--- src/rtl/spm_pkg.sv ---
package spm_pkg;

    typedef enum logic [2:0] {
        CMD_STOP   = 3'd0,
        CMD_KICK   = 3'd1,
        CMD_OFFSET = 3'd2,
        CMD_SERVO  = 3'd3,
        CMD_BRAKE  = 3'd4,
        CMD_ROUGH  = 3'd5
    } cmd_e;

    typedef enum logic [2:0] {
        SUB_STOP   = 3'd0,
        SUB_KICK   = 3'd1,
        SUB_OFFSET = 3'd2,
        SUB_LEADIN = 3'd3,
        SUB_NORMAL = 3'd4,
        SUB_BRAKE  = 3'd5,
        SUB_ROUGH  = 3'd6,
        SUB_FSTOP  = 3'd7
    } sub_e;

    typedef enum logic [1:0] {
        BRK_RUN  = 2'd0,
        BRK_DONE = 2'd1,
        BRK_HOLD = 2'd2,
        BRK_OVER = 2'd3
    } brk_e;

    // Unused command codes fall back to stop.
    function automatic cmd_e decode_cmd(input logic [2:0] raw);
        case (raw)
            3'd1:    return CMD_KICK;
            3'd2:    return CMD_OFFSET;
            3'd3:    return CMD_SERVO;
            3'd4:    return CMD_BRAKE;
            3'd5:    return CMD_ROUGH;
            default: return CMD_STOP;
        endcase
    endfunction

endpackage

--- src/rtl/spm_sync_track.sv ---
module spm_sync_track #(
    parameter int MISS_LIMIT = 8
) (
    input  logic clk,
    input  logic rst,
    input  logic sync_strobe,
    input  logic sync_hit,
    output logic locked
);
    localparam int CW = $clog2(MISS_LIMIT + 1);
    localparam logic [CW-1:0] LIM = CW'(MISS_LIMIT);

    logic [CW-1:0] miss_cnt;

    always_ff @(posedge clk) begin
        if (rst) begin
            miss_cnt <= LIM;
            locked   <= 1'b0;
        end else if (sync_strobe) begin
            if (sync_hit) begin
                miss_cnt <= '0;
                locked   <= 1'b1;
            end else if (miss_cnt != LIM) begin
                miss_cnt <= miss_cnt + 1'b1;
                if (miss_cnt + 1'b1 == LIM)
                    locked <= 1'b0;
            end
        end
    end

    p_hit_locks_r2: assert property (@(posedge clk) disable iff (rst)
        (sync_strobe && sync_hit) |=> locked);

    p_drop_needs_miss_r3: assert property (@(posedge clk) disable iff (rst)
        $fell(locked) |-> $past(sync_strobe && !sync_hit));

    p_idle_keeps_r3: assert property (@(posedge clk) disable iff (rst)
        !sync_strobe |=> $stable(locked));

endmodule

--- src/rtl/spm_brake_seq.sv ---
module spm_brake_seq
    import spm_pkg::*;
#(
    parameter int TMR_W = 16
) (
    input  logic             clk,
    input  logic             rst,
    input  logic             active,
    input  logic             long_pat,
    input  logic [TMR_W-1:0] brake_limit,
    input  logic [TMR_W-1:0] hold_limit,
    output brk_e             state
);
    logic [TMR_W-1:0] tmr;
    logic [TMR_W:0]   tmr_next;

    assign tmr_next = {1'b0, tmr} + 1'b1;

    always_ff @(posedge clk) begin
        if (rst || !active) begin
            state <= BRK_RUN;
            tmr   <= '0;
        end else begin
            case (state)
                BRK_RUN: begin
                    if (long_pat) begin
                        state <= BRK_DONE;
                    end else if (tmr_next >= {1'b0, brake_limit}) begin
                        state <= BRK_HOLD;
                        tmr   <= '0;
                    end else begin
                        tmr <= tmr_next[TMR_W-1:0];
                    end
                end
                BRK_HOLD: begin
                    if (tmr_next >= {1'b0, hold_limit})
                        state <= BRK_OVER;
                    else
                        tmr <= tmr_next[TMR_W-1:0];
                end
                default: state <= state;
            endcase
        end
    end

    p_flag_ends_r5: assert property (@(posedge clk) disable iff (rst)
        (active && state == BRK_RUN && long_pat) |=> (state == BRK_DONE));

    p_hold_ignores_r10: assert property (@(posedge clk) disable iff (rst)
        (active && state == BRK_HOLD) |=> (state == BRK_HOLD || state == BRK_OVER || !$past(active)));

    p_exit_clears_r7: assert property (@(posedge clk) disable iff (rst)
        !active |=> (state == BRK_RUN));

endmodule

--- src/rtl/spm_drive_mux.sv ---
module spm_drive_mux
    import spm_pkg::*;
#(
    parameter int DRV_W = 12
) (
    input  cmd_e                    cmd,
    input  brk_e                    bstate,
    input  logic                    locked,
    input  logic signed [DRV_W-1:0] kick_lvl,
    input  logic signed [DRV_W-1:0] offset_lvl,
    input  logic [DRV_W-2:0]        brake_mag,
    input  logic [DRV_W-2:0]        rough_mag,
    input  logic signed [DRV_W-1:0] err_leadin,
    input  logic signed [DRV_W-1:0] err_normal,
    input  logic                    rough_slow,
    output logic signed [DRV_W-1:0] drive,
    output sub_e                    sub,
    output logic                    done
);
    logic signed [DRV_W-1:0] brake_rev;
    logic signed [DRV_W-1:0] rough_pos;

    assign brake_rev = -$signed({1'b0, brake_mag});
    assign rough_pos = $signed({1'b0, rough_mag});

    always_comb begin
        drive = '0;
        sub   = SUB_STOP;
        done  = 1'b0;
        case (cmd)
            CMD_KICK: begin
                drive = kick_lvl;
                sub   = SUB_KICK;
            end
            CMD_OFFSET: begin
                drive = offset_lvl;
                sub   = SUB_OFFSET;
            end
            CMD_SERVO: begin
                drive = locked ? err_normal : err_leadin;
                sub   = locked ? SUB_NORMAL : SUB_LEADIN;
            end
            CMD_BRAKE: begin
                case (bstate)
                    BRK_RUN:  begin drive = brake_rev; sub = SUB_BRAKE; end
                    BRK_DONE: begin sub = SUB_BRAKE; done = 1'b1; end
                    BRK_HOLD: begin sub = SUB_FSTOP; end
                    default:  begin sub = SUB_FSTOP; done = 1'b1; end
                endcase
            end
            CMD_ROUGH: begin
                drive = rough_slow ? rough_pos : -rough_pos;
                sub   = SUB_ROUGH;
            end
            default: begin
                drive = '0;
                sub   = SUB_STOP;
            end
        endcase
    end

endmodule

--- src/rtl/spindle_ctl.sv ---
module spindle_ctl
    import spm_pkg::*;
#(
    parameter int DRV_W      = 12,
    parameter int TMR_W      = 16,
    parameter int MISS_LIMIT = 8
) (
    input  logic                    clk,
    input  logic                    rst,
    input  logic [2:0]              mode_cmd,
    input  logic signed [DRV_W-1:0] kick_lvl,
    input  logic signed [DRV_W-1:0] offset_lvl,
    input  logic [DRV_W-2:0]        brake_mag,
    input  logic [DRV_W-2:0]        rough_mag,
    input  logic [TMR_W-1:0]        brake_limit,
    input  logic [TMR_W-1:0]        hold_limit,
    input  logic                    sync_strobe,
    input  logic                    sync_hit,
    input  logic                    long_pat,
    input  logic signed [DRV_W-1:0] err_leadin,
    input  logic signed [DRV_W-1:0] err_normal,
    input  logic                    rough_slow,
    output logic signed [DRV_W-1:0] drive,
    output logic                    locked,
    output logic                    brake_done,
    output logic [2:0]              sub_mode
);
    cmd_e cmd;
    brk_e bstate;
    sub_e sub;

    assign cmd = decode_cmd(mode_cmd);

    spm_sync_track #(.MISS_LIMIT(MISS_LIMIT)) u_sync (
        .clk(clk), .rst(rst), .sync_strobe(sync_strobe),
        .sync_hit(sync_hit), .locked(locked)
    );

    spm_brake_seq #(.TMR_W(TMR_W)) u_brake (
        .clk(clk), .rst(rst), .active(cmd == CMD_BRAKE),
        .long_pat(long_pat), .brake_limit(brake_limit),
        .hold_limit(hold_limit), .state(bstate)
    );

    spm_drive_mux #(.DRV_W(DRV_W)) u_mux (
        .cmd(cmd), .bstate(bstate), .locked(locked),
        .kick_lvl(kick_lvl), .offset_lvl(offset_lvl),
        .brake_mag(brake_mag), .rough_mag(rough_mag),
        .err_leadin(err_leadin), .err_normal(err_normal),
        .rough_slow(rough_slow), .drive(drive), .sub(sub),
        .done(brake_done)
    );

    assign sub_mode = sub;

    p_stop_zero_r1: assert property (@(posedge clk) disable iff (rst)
        (mode_cmd == 3'd0 || mode_cmd > 3'd5) |-> (drive == '0));

    p_fresh_brake_r7: assert property (@(posedge clk) disable iff (rst)
        ($past(mode_cmd) != 3'd4 && mode_cmd == 3'd4) |-> (!brake_done && sub_mode == 3'd5));

    p_reverse_r5: assert property (@(posedge clk) disable iff (rst)
        (mode_cmd == 3'd4 && !brake_done && sub_mode == 3'd5) |-> (drive <= 0));

    p_fstop_zero_r6: assert property (@(posedge clk) disable iff (rst)
        (sub_mode == 3'd7) |-> (drive == '0));

endmodule

--- config.mk ---
export PLATFORM = sky130hd
export DESIGN_NAME = spindle_ctl
export DESIGN_NICKNAME = d
export VERILOG_FILES = /design/src/rtl/spm_pkg.sv /design/src/rtl/spm_sync_track.sv /design/src/rtl/spm_brake_seq.sv /design/src/rtl/spm_drive_mux.sv /design/src/rtl/spindle_ctl.sv
export SDC_FILE = /design/constraint.sdc
export NUM_CORES = 1
export LEC_CHECK = 0
export BUFFER_PORTS_ARGS = -buffer_cell sky130_fd_sc_hd__buf_4
export CAP_MARGIN = 5
export CORE_ASPECT_RATIO = 0.6
export CORE_MARGIN = 8
export CORE_UTILIZATION = 49
export CTS_CLUSTER_SIZE = 24
export DETAILED_ROUTE_END_ITERATION = 6
export PLACE_DENSITY_LB_ADDON = 0.12
export SETUP_SLACK_MARGIN = 0.5
export SYNTH_ARGS = -nofsm -noshare
export SYNTH_HDL_FRONTEND = slang
export SYNTH_SLANG_ARGS = --single-unit
--- constraint.sdc ---
create_clock -name clk -period 6.5 [get_ports clk]
set_input_delay 1.95 -clock clk [delete_from_list [all_inputs] [get_ports clk]]
set_output_delay 1.95 -clock clk [all_outputs]
set_load 0.005 [all_outputs]
==> flow_results.xml, run 1 <==
<?xml version="1.0" encoding="UTF-8"?>
<metrics>
  <group name="clocking">
    <metric name="post_cts_hold_buffer_count" unit="">0</metric>
    <metric name="clk_pin_slew_worst_paths" unit="ps">80</metric>
    <metric name="cts.path.max_buffers" unit="">2</metric>
    <metric name="clk-insertion-delay-late" unit="ps">270</metric>
    <metric name="cts.root.buffer_cell" unit="">clkbuf_8</metric>
    <metric name="clock_buffer_count_from_cts" unit="">3</metric>
    <metric name="htree_levels" unit="">1</metric>
    <metric name="tritoncts" unit="">done</metric>
    <metric name="cts_num_sinks" unit="">23</metric>
  </group>
  <group name="sta">
    <metric name="finalWorstSetupSlack" unit="ps">577</metric>
    <metric name="setup-tns-final" unit="ps">0</metric>
    <metric name="final_period_demand_of_the_worst_path" unit="ps">5920</metric>
    <metric name="clock_skew" unit="ps">2.70</metric>
    <metric name="timing.final.setup_violations" unit="">0</metric>
    <metric name="finalHoldViolations" unit="">0</metric>
    <metric name="finalCritPeriodShare" unit="%">91.1</metric>
    <metric name="setup_repair_after_global_routing_missed_its_margin" unit="">false</metric>
    <metric name="worst_pin_slew" unit="ps">691</metric>
    <metric name="final.hold.worst_slack" unit="ps">487</metric>
    <metric name="fmax" unit="GHz">0.169</metric>
    <metric name="slew_violations" unit="">0</metric>
    <metric name="slew_headroom" unit="%">53.9</metric>
  </group>
  <group name="critical_path">
    <metric name="cp_common_cell" unit="">buf_4</metric>
    <metric name="worst_path_largest_cell_delay" unit="ps">380</metric>
    <metric name="timing.critical_path.from_type" unit="">input port</metric>
    <metric name="cp.arrival" unit="ps">3970</metric>
    <metric name="cell_chain_critical_path" unit="">buf_4 -&gt; inv_1 -&gt; ha_4 -&gt; a21oi_1 -&gt; o21ai_0 -&gt; buf_4 -&gt; nor2_1 -&gt; and3_2 -&gt; a222oi_1 -&gt; a21oi_1 -&gt; buf_4</metric>
    <metric name="crit_type" unit="">in2out</metric>
    <metric name="cp_slowest_cell" unit="">a222oi_1</metric>
    <metric name="cp.required" unit="ps">4550</metric>
    <metric name="worst-r2r-setup-slack" unit="ps">2750</metric>
    <metric name="r2r_start" unit="">u_brake.tmr[0]$_SDFFE_PP0P_</metric>
    <metric name="cp_max_fo" unit="">11</metric>
    <metric name="crit-reg2reg-capture" unit="">u_brake.tmr[8]$_SDFFE_PP0P_</metric>
    <metric name="cp-end-kind" unit="">output pin</metric>
    <metric name="timing.reg2reg.worst_path_depth" unit="">13</metric>
  </group>
  <group name="route">
    <metric name="wl_per_cell" unit="um">16.6</metric>
    <metric name="viasPerCell" unit="">5.67</metric>
    <metric name="num_vias" unit="">3693</metric>
    <metric name="drtPass1Iterations" unit="">7</metric>
    <metric name="drt_drc" unit="">0</metric>
    <metric name="dr.first_iter.drc_count" unit="">367</metric>
    <metric name="finalWirelength" unit="um">10800</metric>
    <metric name="ant_nets" unit="">0</metric>
  </group>
  <group name="die">
    <metric name="die_area" unit="mm^2">0.00918</metric>
    <metric name="row_count" unit="">22</metric>
    <metric name="floorplan.io_pins" unit="">128</metric>
    <metric name="die_w" unit="um">119</metric>
    <metric name="chipHeight" unit="um">77.5</metric>
    <metric name="design.core.area" unit="mm^2">0.00611</metric>
    <metric name="initial_utilization" unit="%">50.6</metric>
  </group>
  <group name="placed_design">
    <metric name="io_buffers" unit="">127</metric>
    <metric name="pre_cts_ws" unit="ps">389</metric>
    <metric name="placed_cells_incl_taps" unit="">645</metric>
    <metric name="globalplace.congestion" unit="">0.910</metric>
    <metric name="post-dp-hpwl" unit="um">8990</metric>
  </group>
  <group name="final_layout">
    <metric name="fin_cells" unit="">651</metric>
    <metric name="utilization" unit="%">68.4</metric>
    <metric name="nNetsFinal" unit="">719</metric>
    <metric name="drive_above_1_share" unit="%">26.5</metric>
    <metric name="layout.cells.most_common_list" unit="">buf_4 (135), a21oi_1 (47), nand2_1 (47)</metric>
    <metric name="area.sequential" unit="um^2">460</metric>
    <metric name="multiInputGateArea" unit="mm^2">0.00239</metric>
    <metric name="flow.area_growth_from_synthesis" unit="%">35.4</metric>
    <metric name="nFillCells" unit="">542</metric>
    <metric name="most_frequent_standard_cell_in_the_layout_excluding_fill_and_tap_cells" unit="">buf_4</metric>
    <metric name="antenna_diode_count" unit="">0</metric>
  </group>
  <group name="min_path">
    <metric name="worst_hold_path.num_cells" unit="">2</metric>
    <metric name="worstHoldPathType" unit="">reg2reg</metric>
    <metric name="hold_start" unit="">u_brake.tmr[11]$_SDFFE_PP0P_</metric>
    <metric name="min_to" unit="">u_brake.tmr[11]$_SDFFE_PP0P_</metric>
  </group>
  <group name="synth">
    <metric name="netlist_area" unit="mm^2">0.00309</metric>
    <metric name="synthesis.yosys.warnings" unit="">0</metric>
    <metric name="yosysUniqueCellTypes" unit="">48</metric>
    <metric name="synthesized_netlist_net_count" unit="">599</metric>
    <metric name="synth_async_reset_ratio" unit="%">0</metric>
    <metric name="number_of_synthesized_flops_with_an_enable_pin" unit="">0</metric>
    <metric name="synth_ff_type" unit="">dfxtp_1</metric>
    <metric name="number_of_instances_in_the_synthesized_netlist" unit="">448</metric>
    <metric name="average_size_of_a_mapped_cell" unit="um^2">6.90</metric>
    <metric name="sequential_share_of_the_synthesized_area" unit="%">14.9</metric>
    <metric name="ys_seq_elements" unit="">23</metric>
  </group>
  <group name="global_routing">
    <metric name="grt_pass1_wl" unit="um">16800</metric>
    <metric name="overflow" unit="">0</metric>
    <metric name="vias_in_the_first_global_route" unit="">3324</metric>
    <metric name="antenna_found_initial" unit="">0</metric>
    <metric name="grtUsageTotal" unit="%">21.7</metric>
    <metric name="largest_net_degree_at_the_start_of_global_routing" unit="">23</metric>
  </group>
  <group name="run">
    <metric name="max_cap_violations" unit="">0</metric>
  </group>
  <group name="power_and_ir_drop">
    <metric name="worst_ir_drop_vdd" unit="uV">79.8</metric>
    <metric name="leakage_power" unit="uW">0.00193</metric>
    <metric name="pwr_density_cell" unit="mW/mm^2">97.5</metric>
  </group>
  <group name="status">
    <metric name="status" unit="">finished, final reports clean</metric>
  </group>
</metrics>
==> cell usage after synthesis (all sizes together), types with 2 or more instances <==
library cell	instances	area share, %
dfxtp	23	15
mux2	2	0.73
nand3b	4	0.97
xnor2	19	5.4
a222oi	5	1.6
or4	2	0.49
or3	8	1.6
nand3	35	5.8
ha	40	16
nand4	8	1.6
a32oi	2	0.57
nor2	39	4.7
o21a	2	0.49
buf	9	1.7
nand2	47	5.7
nor2b	4	0.81
a31oi	12	2.4
o211ai	4	0.97
xor2	10	2.8
a221oi	4	1.1
mux2i	2	0.65
and3	4	0.81
clkbuf	11	1.4
a22oi	11	2.7
a21oi	47	7.6
nand2b	4	0.81
inv	45	5.5
nor3	11	2.1
nand4b	3	0.85
nor4	6	1.2
o21ai	13	2.1
and4	2	0.57
==> kinds of logic after synthesis <==
kind of cell | after synthesis | share of synthesized area, %
muxes | 4 | 1.38
AOI/OAI and AO/OA | 107 | 21.8
xor gates and xnor gates | 29 | 8.22
DFF | 23 | 14.9
buffers and inverters | 65 | 8.55
and+or+nand+nor | 180 | 29.0
adders and majority gates | 40 | 16.2
==> final cells by class <==
cell class,instances,share of cell area [%]
inverters,45,4.04
multi-input cells,360,57.1
clock buffers,3,0.987
well taps,84,2.51
flip-flops and latches,23,11.0
repair buffers,135,24.2
clock inverters,1,0.120
==> power breakdown <==
group	leakage, uW	switching [uW]	internal (uW)
registers	0.000186	3.20	142
logic	0.00172	81.0	90.2
clock network	0.0000255	48.3	42.8
total	0.00193	132	275
==> per-stage QoR <==
stage	instance area (um^2)	total power, uW
after floorplan	3090	221
after global placement	4100	311
after detailed placement	4100	314
after CTS	4150	404
after global routing	4180	430
final	4180	408
==> critical path, delay by kind of cell <==
| family | cells | cell delay [ps] |
|---|---|---|
| AOI/OAI and AO/OA | 4 | 780 |
| adders and majority gates | 1 | 290 |
| buffers and inverters | 4 | 540 |
| and+or+nand+nor | 2 | 390 |
==> state kept, by name, summed over array words and instances, names as in the netlist <==
name,count
u_brake.state,2
u_sync.miss_cnt,4
u_brake.tmr,16
u_sync.locked,1
==> worst max path at each step <==
stage | startpoint | end | slack [ps] | cells after the start
final | mode_cmd[1] | drive[3] | 580 | 11
after detailed placement | mode_cmd[1] | drive[11] | 390 | 11
after global routing | mode_cmd[1] | drive[3] | 490 | 11
after floorplan | mode_cmd[1] | drive[10] | 850 | 9
after CTS | mode_cmd[1] | drive[3] | 530 | 11
after global placement | mode_cmd[1] | drive[11] | 470 | 11
==> layer usage <==
layer	wire (um)	vias up	share of wire [%]	GRT usage, %
met5	0	-	0	0
met4	15	0	0.14	1.00
met3	848	4	7.8	3.54
met2	4890	147	45	35.2
met1	5060	1699	47	30.8
li1	-	1843	-	-
==> timing repair <==
item                                    4_1_cts  5_1_grt
pin swaps                                     0        0
setup buffers                                 0        2
endpoints found under the setup margin       13       12
gates resized for setup                       2        2
Power figures use the tool's default switching activity.
==> inputs of run 2 (changes only) <==
BUFFER_PORTS_ARGS = -buffer_cell sky130_fd_sc_hd__buf_2   (was -buffer_cell sky130_fd_sc_hd__buf_4)
clock period = 7.37 ns   (was 6.5 ns; I/O delays follow)
==> flow_results.xml, run 2 (synthesis gave the netlist of run 1 again) <==
<?xml version="1.0" encoding="UTF-8"?>
<metrics>
  <group name="sta">
    <metric name="slew_violations" unit="">0</metric>
    <metric name="worst_pin_slew" unit="ps">665</metric>
    <metric name="slew_headroom" unit="%">55.6</metric>
    <metric name="finalCritPeriodShare" unit="%">90.3</metric>
    <metric name="final_period_demand_of_the_worst_path" unit="ps">6660</metric>
    <metric name="clock_skew" unit="ps">2.42</metric>
    <metric name="final.hold.worst_slack" unit="ps">488</metric>
    <metric name="finalWorstSetupSlack" unit="ps">712</metric>
    <metric name="timing.final.setup_violations" unit="">0</metric>
    <metric name="fmax" unit="GHz">0.150</metric>
    <metric name="setup-tns-final" unit="ps">0</metric>
    <metric name="setup_repair_after_global_routing_missed_its_margin" unit="">false</metric>
    <metric name="finalHoldViolations" unit="">0</metric>
  </group>
  <group name="placed_design">
    <metric name="globalplace.congestion" unit="">0.886</metric>
    <metric name="post-dp-hpwl" unit="um">9050</metric>
    <metric name="dpl_cell_area" unit="mm^2">0.00379</metric>
    <metric name="io_buffers" unit="">127</metric>
    <metric name="pre_cts_ws" unit="ps">614</metric>
  </group>
  <group name="clocking">
    <metric name="tritoncts" unit="">done</metric>
    <metric name="post_cts_buffers" unit="">0</metric>
    <metric name="cts_num_sinks" unit="">23</metric>
    <metric name="post_cts_resized" unit="">0</metric>
    <metric name="clock_buffer_count_from_cts" unit="">3</metric>
    <metric name="htree_levels" unit="">1</metric>
    <metric name="cts.root.buffer_cell" unit="">clkbuf_8</metric>
    <metric name="cts.path.max_buffers" unit="">2</metric>
    <metric name="clk_pin_slew_worst_paths" unit="ps">80</metric>
    <metric name="post_cts_hold_buffer_count" unit="">0</metric>
    <metric name="clk-insertion-delay-late" unit="ps">270</metric>
  </group>
  <group name="route">
    <metric name="drtPass1Iterations" unit="">6</metric>
    <metric name="finalWirelength" unit="um">10800</metric>
    <metric name="viasPerCell" unit="">5.65</metric>
    <metric name="dr.first_iter.drc_count" unit="">461</metric>
    <metric name="num_vias" unit="">3664</metric>
    <metric name="drt_drc" unit="">0</metric>
    <metric name="wl_per_cell" unit="um">16.7</metric>
    <metric name="ant_nets" unit="">0</metric>
  </group>
  <group name="final_layout">
    <metric name="biggestRegsByFlops" unit="">u_brake.tmr (16), u_sync.miss_cnt (4), u_brake.state (2)</metric>
    <metric name="utilization" unit="%">62.7</metric>
    <metric name="drive_above_1_share" unit="%">25.5</metric>
    <metric name="largest_reg_flops" unit="">16</metric>
    <metric name="antenna_diode_count" unit="">0</metric>
    <metric name="top_register" unit="">u_brake.tmr</metric>
    <metric name="nFillCells" unit="">603</metric>
    <metric name="flow.area_growth_from_synthesis" unit="%">24.1</metric>
    <metric name="layout.cells.most_common_list" unit="">buf_2 (127), a21oi_1 (47), nand2_1 (47)</metric>
    <metric name="most_frequent_standard_cell_in_the_layout_excluding_fill_and_tap_cells" unit="">buf_2</metric>
    <metric name="nNetsFinal" unit="">717</metric>
    <metric name="fin_area" unit="mm^2">0.00383</metric>
  </group>
  <group name="critical_path">
    <metric name="cp_slowest_cell" unit="">and3_1</metric>
    <metric name="cp.required" unit="ps">5160</metric>
    <metric name="cp_common_cell" unit="">buf_2</metric>
    <metric name="worst-path-stages" unit="">11</metric>
    <metric name="timing.reg2reg.worst_path_depth" unit="">13</metric>
    <metric name="critPathTopFamily" unit="">compound AO/OA/AOI/OAI gates</metric>
    <metric name="worst_path_largest_cell_delay" unit="ps">410</metric>
    <metric name="cp_max_fo" unit="">11</metric>
    <metric name="crit_type" unit="">in2out</metric>
    <metric name="cell_chain_critical_path" unit="">buf_2 -&gt; inv_1 -&gt; ha_1 -&gt; a21oi_1 -&gt; o21ai_0 -&gt; buf_4 -&gt; nor2_1 -&gt; and3_1 -&gt; a22oi_1 -&gt; a31oi_1 -&gt; buf_2</metric>
    <metric name="timing.critical_path.buf_inv" unit="">4</metric>
    <metric name="timing.critical_path.from_type" unit="">input port</metric>
    <metric name="cp.arrival" unit="ps">4450</metric>
    <metric name="cp-end-kind" unit="">output pin</metric>
  </group>
  <group name="die">
    <metric name="initial_utilization" unit="%">50.6</metric>
    <metric name="floorplan.io_pins" unit="">128</metric>
    <metric name="design.core.area" unit="mm^2">0.00611</metric>
    <metric name="row_count" unit="">22</metric>
    <metric name="die_area" unit="mm^2">0.00918</metric>
    <metric name="chipHeight" unit="um">77.5</metric>
    <metric name="die_w" unit="um">119</metric>
  </group>
  <group name="power_and_ir_drop">
    <metric name="worst_ir_drop_vdd" unit="uV">82.4</metric>
    <metric name="pwr_density_cell" unit="mW/mm^2">87.8</metric>
    <metric name="leakage_power" unit="uW">0.00182</metric>
  </group>
  <group name="global_routing">
    <metric name="overflow" unit="">0</metric>
    <metric name="antenna_found_initial" unit="">0</metric>
    <metric name="largest_net_degree_at_the_start_of_global_routing" unit="">23</metric>
    <metric name="grtUsageTotal" unit="%">22.2</metric>
    <metric name="vias_in_the_first_global_route" unit="">3332</metric>
    <metric name="grt_pass1_wl" unit="um">17100</metric>
  </group>
  <group name="run">
    <metric name="max_cap_violations" unit="">0</metric>
  </group>
  <group name="min_path">
    <metric name="worstHoldPathType" unit="">reg2reg</metric>
    <metric name="worst_hold_path.num_cells" unit="">2</metric>
  </group>
  <group name="status">
    <metric name="status" unit="">finished, final reports clean</metric>
  </group>
</metrics>
==> run 2: worst paths after layout <==
check / start / end / slack [ps]
worst max-delay path: mode_cmd[1] / drive[8] / 710
worst max register to register: u_brake.tmr[0]$_SDFFE_PP0P_ / u_brake.tmr[5]$_SDFFE_PP0P_ / 3600
worst min-delay path: u_brake.tmr[11]$_SDFFE_PP0P_ / u_brake.tmr[11]$_SDFFE_PP0P_ / 490
worst min register to register: u_brake.tmr[11]$_SDFFE_PP0P_ / u_brake.tmr[11]$_SDFFE_PP0P_ / 490
==> run 2: area by class of cell <==
| class | instances | area [um^2] | share of cell area, % |
|---|---|---|---|
| timing repair buffer | 133 | 681 | 17.8 |
| sequential | 23 | 460 | 12.0 |
| multi-input combinational | 360 | 2370 | 61.9 |
| tap | 84 | 105 | 2.74 |
| inverter | 45 | 169 | 4.41 |
| clock buffer | 4 | 45.0 | 1.17 |
==> run 2: through the flow <==
stage	total power, uW	instances
after floorplan	195	448
after global placement	256	645
after detailed placement	257	645
after CTS	336	649
after global routing	357	649
final	337	649
==> run 2: report_power, final <==
group / internal (uW) / switching (uW)
Combinational: 57.7 / 71.6
Clock: 38.6 / 40.5
Sequential: 125 / 2.62
==> run 2: per-layer routing <==
layer  vias to the layer above  GRT usage, %  wire length (um)
met3                        10          4.55               835
li1                       1840             -                 -
met4                         0          1.25                42
met2                       149          32.6              4520
met1                      1665          33.3              5410
met5                         -             0                 0
==> run 2: worst register-to-register path: stages, from the launching register on <==
cell and delay [ps]:
dfxtp_1 460, ha_1 280, and4_1 350, nand3_2 190, nor2_1 170, xor2_1 290
ha_1 300, a21oi_1 140, nor2b_1 70, a2111oi_0 390, nand4b_1 170, nand2_1 500
nand3_1 160, a31oi_1 210
==> inputs of run 3 (changes only) <==
ABC_AREA = 1   (was default)
CELL_PAD_IN_SITES_DETAIL_PLACEMENT = 0   (was default)
CELL_PAD_IN_SITES_GLOBAL_PLACEMENT = 1   (was default)
CORE_UTILIZATION = 36   (was 49)
==> flow_results.xml, run 3 <==
<?xml version="1.0" encoding="UTF-8"?>
<metrics>
  <group name="status">
    <metric name="status" unit="">finished, final reports clean</metric>
  </group>
  <group name="sta">
    <metric name="clock_skew" unit="ps">4.39</metric>
    <metric name="finalCritPeriodShare" unit="%">87.8</metric>
    <metric name="fmax" unit="GHz">0.154</metric>
    <metric name="timing.final.setup_violations" unit="">0</metric>
    <metric name="slew_headroom" unit="%">49.6</metric>
    <metric name="setup_repair_after_global_routing_missed_its_margin" unit="">false</metric>
    <metric name="setup-tns-final" unit="ps">0</metric>
    <metric name="slew_violations" unit="">0</metric>
    <metric name="final_period_demand_of_the_worst_path" unit="ps">6470</metric>
    <metric name="finalWorstSetupSlack" unit="ps">896</metric>
    <metric name="worst_pin_slew" unit="ps">755</metric>
    <metric name="finalHoldViolations" unit="">0</metric>
  </group>
  <group name="final_layout">
    <metric name="most_frequent_standard_cell_in_the_layout_excluding_fill_and_tap_cells" unit="">nand2_1</metric>
    <metric name="area.sequential" unit="um^2">460</metric>
    <metric name="largest_reg_flops" unit="">16</metric>
    <metric name="nNetsFinal" unit="">909</metric>
    <metric name="drive_above_1_share" unit="%">21.8</metric>
    <metric name="layout.cells.most_common_list" unit="">nand2_1 (182), inv_1 (127), buf_2 (127)</metric>
    <metric name="nFillCells" unit="">1102</metric>
    <metric name="top_register" unit="">u_brake.tmr</metric>
    <metric name="biggestRegsByFlops" unit="">u_brake.tmr (16), u_sync.miss_cnt (4), u_brake.state (2)</metric>
    <metric name="antenna_diode_count" unit="">0</metric>
    <metric name="multiInputGateArea" unit="mm^2">0.00260</metric>
    <metric name="flow.area_growth_from_synthesis" unit="%">22.4</metric>
  </group>
  <group name="die">
    <metric name="design.core.area" unit="mm^2">0.00984</metric>
    <metric name="chipHeight" unit="um">93.8</metric>
    <metric name="row_count" unit="">28</metric>
    <metric name="floorplan.io_pins" unit="">128</metric>
    <metric name="initial_utilization" unit="%">36.9</metric>
    <metric name="die_w" unit="um">146</metric>
    <metric name="die_area" unit="mm^2">0.0137</metric>
  </group>
  <group name="clocking">
    <metric name="post_cts_hold_buffer_count" unit="">0</metric>
    <metric name="post_cts_resized" unit="">0</metric>
    <metric name="tritoncts" unit="">done</metric>
    <metric name="post_cts_buffers" unit="">0</metric>
    <metric name="cts_num_sinks" unit="">23</metric>
    <metric name="clk-insertion-delay-late" unit="ps">260</metric>
    <metric name="cts.path.max_buffers" unit="">2</metric>
    <metric name="htree_levels" unit="">1</metric>
    <metric name="cts.root.buffer_cell" unit="">clkbuf_16</metric>
    <metric name="clock_buffer_count_from_cts" unit="">3</metric>
    <metric name="clk_pin_slew_worst_paths" unit="ps">60</metric>
  </group>
  <group name="synth">
    <metric name="synthesized_netlist_net_count" unit="">788</metric>
    <metric name="netlist_area" unit="mm^2">0.00363</metric>
    <metric name="synthesis.yosys.warnings" unit="">0</metric>
    <metric name="library_cell_with_the_largest_summed_area_after_synthesis" unit="">nand2_1</metric>
    <metric name="synth_ff_type" unit="">dfxtp_1</metric>
    <metric name="ys_seq_elements" unit="">23</metric>
    <metric name="average_size_of_a_mapped_cell" unit="um^2">5.70</metric>
    <metric name="number_of_synthesized_flops_with_an_enable_pin" unit="">0</metric>
    <metric name="synthTopCellsByCount" unit="">nand2_1 (182), inv_1 (127), nor2_1 (63)</metric>
    <metric name="synth_top_cells_by_area" unit="">nand2_1 (19%), ha_1 (14%), inv_1 (13%)</metric>
    <metric name="yosysUniqueCellTypes" unit="">36</metric>
    <metric name="synth_most_common_cell" unit="">nand2_1</metric>
    <metric name="number_of_instances_in_the_synthesized_netlist" unit="">637</metric>
    <metric name="sequential_share_of_the_synthesized_area" unit="%">12.7</metric>
    <metric name="synth_top_area_share" unit="%">18.8</metric>
    <metric name="synth_async_reset_ratio" unit="%">0</metric>
  </group>
  <group name="min_path">
    <metric name="hold_start" unit="">u_sync.miss_cnt[1]$_SDFFE_PP0P_</metric>
    <metric name="min_to" unit="">u_sync.miss_cnt[1]$_SDFFE_PP0P_</metric>
    <metric name="worst_hold_path.num_cells" unit="">2</metric>
    <metric name="worstHoldPathType" unit="">reg2reg</metric>
  </group>
  <group name="global_routing">
    <metric name="grt_busiest_layer" unit="">met1</metric>
    <metric name="largest_net_degree_at_the_start_of_global_routing" unit="">19</metric>
    <metric name="global_routing_met2_resource_utilization" unit="%">23.7</metric>
    <metric name="overflow" unit="">0</metric>
    <metric name="grtUsageMet3" unit="%">2.79</metric>
    <metric name="vias_in_the_first_global_route" unit="">3827</metric>
    <metric name="grtUsageTotal" unit="%">17.1</metric>
    <metric name="grt_pass1_wl" unit="um">19100</metric>
    <metric name="global_route.usage.met1" unit="%">27.0</metric>
    <metric name="antenna_found_initial" unit="">0</metric>
  </group>
  <group name="critical_path">
    <metric name="worst-r2r-setup-slack" unit="ps">4200</metric>
    <metric name="cp-end-kind" unit="">output pin</metric>
    <metric name="crit_type" unit="">in2out</metric>
    <metric name="cp_slowest_cell" unit="">nor2_1</metric>
    <metric name="worst_path_largest_cell_delay" unit="ps">500</metric>
    <metric name="crit-reg2reg-capture" unit="">u_brake.tmr[1]$_SDFFE_PP0P_</metric>
    <metric name="timing.critical_path.from_type" unit="">input port</metric>
    <metric name="timing.reg2reg.worst_path_depth" unit="">19</metric>
    <metric name="cell_chain_critical_path" unit="">buf_2 -&gt; inv_1 -&gt; ha_1 -&gt; o21ai_1 -&gt; o211ai_2 -&gt; inv_2 -&gt; nand2_1 -&gt; nor2_1 -&gt; nand2_1 -&gt; nand3_1 -&gt; nor2_1 -&gt; nor2_1 -&gt; buf_2</metric>
    <metric name="r2r_start" unit="">u_brake.tmr[0]$_SDFFE_PP0P_</metric>
    <metric name="cp.required" unit="ps">5160</metric>
    <metric name="cp.arrival" unit="ps">4260</metric>
    <metric name="cp_common_cell" unit="">nor2_1</metric>
    <metric name="cp_max_fo" unit="">7</metric>
  </group>
  <group name="power_and_ir_drop">
    <metric name="pwr_density_cell" unit="mW/mm^2">90.3</metric>
    <metric name="combPwrFrac" unit="%">37.3</metric>
    <metric name="internal_power" unit="uW">263</metric>
    <metric name="worst_ir_drop_vdd" unit="uV">78.6</metric>
    <metric name="power.clock.fraction" unit="%">29.8</metric>
    <metric name="switching_pwr" unit="uW">138</metric>
    <metric name="power_frac_seq" unit="%">32.8</metric>
    <metric name="fin_total_pwr" unit="uW">401</metric>
    <metric name="leakage_power" unit="uW">0.00261</metric>
    <metric name="switching_share" unit="%">34.4</metric>
  </group>
  <group name="route">
    <metric name="finalWirelength" unit="um">12400</metric>
    <metric name="dr.first_iter.drc_count" unit="">235</metric>
    <metric name="wl_per_cell" unit="um">13.9</metric>
    <metric name="ant_nets" unit="">0</metric>
    <metric name="drt_drc" unit="">0</metric>
    <metric name="viasPerCell" unit="">4.69</metric>
    <metric name="drtPass1Iterations" unit="">5</metric>
    <metric name="num_vias" unit="">4187</metric>
  </group>
  <group name="placed_design">
    <metric name="io_buffers" unit="">127</metric>
    <metric name="pre_cts_ws" unit="ps">887</metric>
    <metric name="globalplace.congestion" unit="">0.867</metric>
    <metric name="post-dp-hpwl" unit="um">10700</metric>
  </group>
  <group name="run">
    <metric name="max_cap_violations" unit="">0</metric>
  </group>
</metrics>
==> run 3: worst max-delay path by stage <==
stage          endpoint   startpoint  slack (ps)
2_1_floorplan  drive[3]  mode_cmd[1]        1550
3_3_place_gp   drive[6]  mode_cmd[1]        1000
3_5_place_dp   drive[4]  mode_cmd[1]         890
4_1_cts        drive[4]  mode_cmd[1]         880
5_1_grt        drive[4]  mode_cmd[1]         700
6_report       drive[4]  mode_cmd[1]         900
==> run 3: power groups by stage <==
stage          Combinational, uW  Clock, uW  Sequential, uW
3_5_place_dp                 149          0             134
2_1_floorplan               88.4          0             132
4_1_cts                      150        124             132
5_1_grt                      170        129             132
6_report                     150        120             132
3_3_place_gp                 148          0             134
==> run 3: final cells by class <==
cell class | count | share of cell area, %
multi-input combinational | 471 | 58.5
sequential | 23 | 10.4
inverter | 131 | 11.1
tap | 135 | 3.80
clock buffer | 4 | 1.77
timing repair buffer | 128 | 14.5
==> run 3: per-stage QoR <==
stage	cell area (um^2)	std cells	utilization, %	hold slack, ps
after floorplan	3630	637	-	457
after global placement	4370	888	44.3	497
after detailed placement	4370	888	44.3	507
after CTS	4440	892	45.1	517
after global routing	4440	892	45.1	542
final	4440	892	45.1	516
==> run 3: logic make-up after synthesis <==
| group | after synthesis | share of synthesized area [%] |
|---|---|---|
| XOR/XNOR | 16 | 3.86 |
| buffers and inverters | 143 | 15.7 |
| AND/OR/NAND/NOR | 351 | 43.7 |
| adder cells (fa/ha/maj) | 40 | 13.8 |
| multiplexers | 3 | 0.827 |
| AO/OA/AOI/OAI | 61 | 9.48 |
| flip-flops | 23 | 12.7 |
==> run 3: critical path: cells and delay by family <==
family / cells / cell delay [ps]
fa+ha+maj: 1 / 320
simple gates: 6 / 990
compound gates: 2 / 290
buf+inv: 4 / 440
==> run 3: routing by layer <==
metal | wire (um) | share of wire, %
met1 | 6990 | 56
met2 | 4690 | 38
met3 | 695 | 5.6
met4 | 52 | 0.42
met5 | 0 | 0
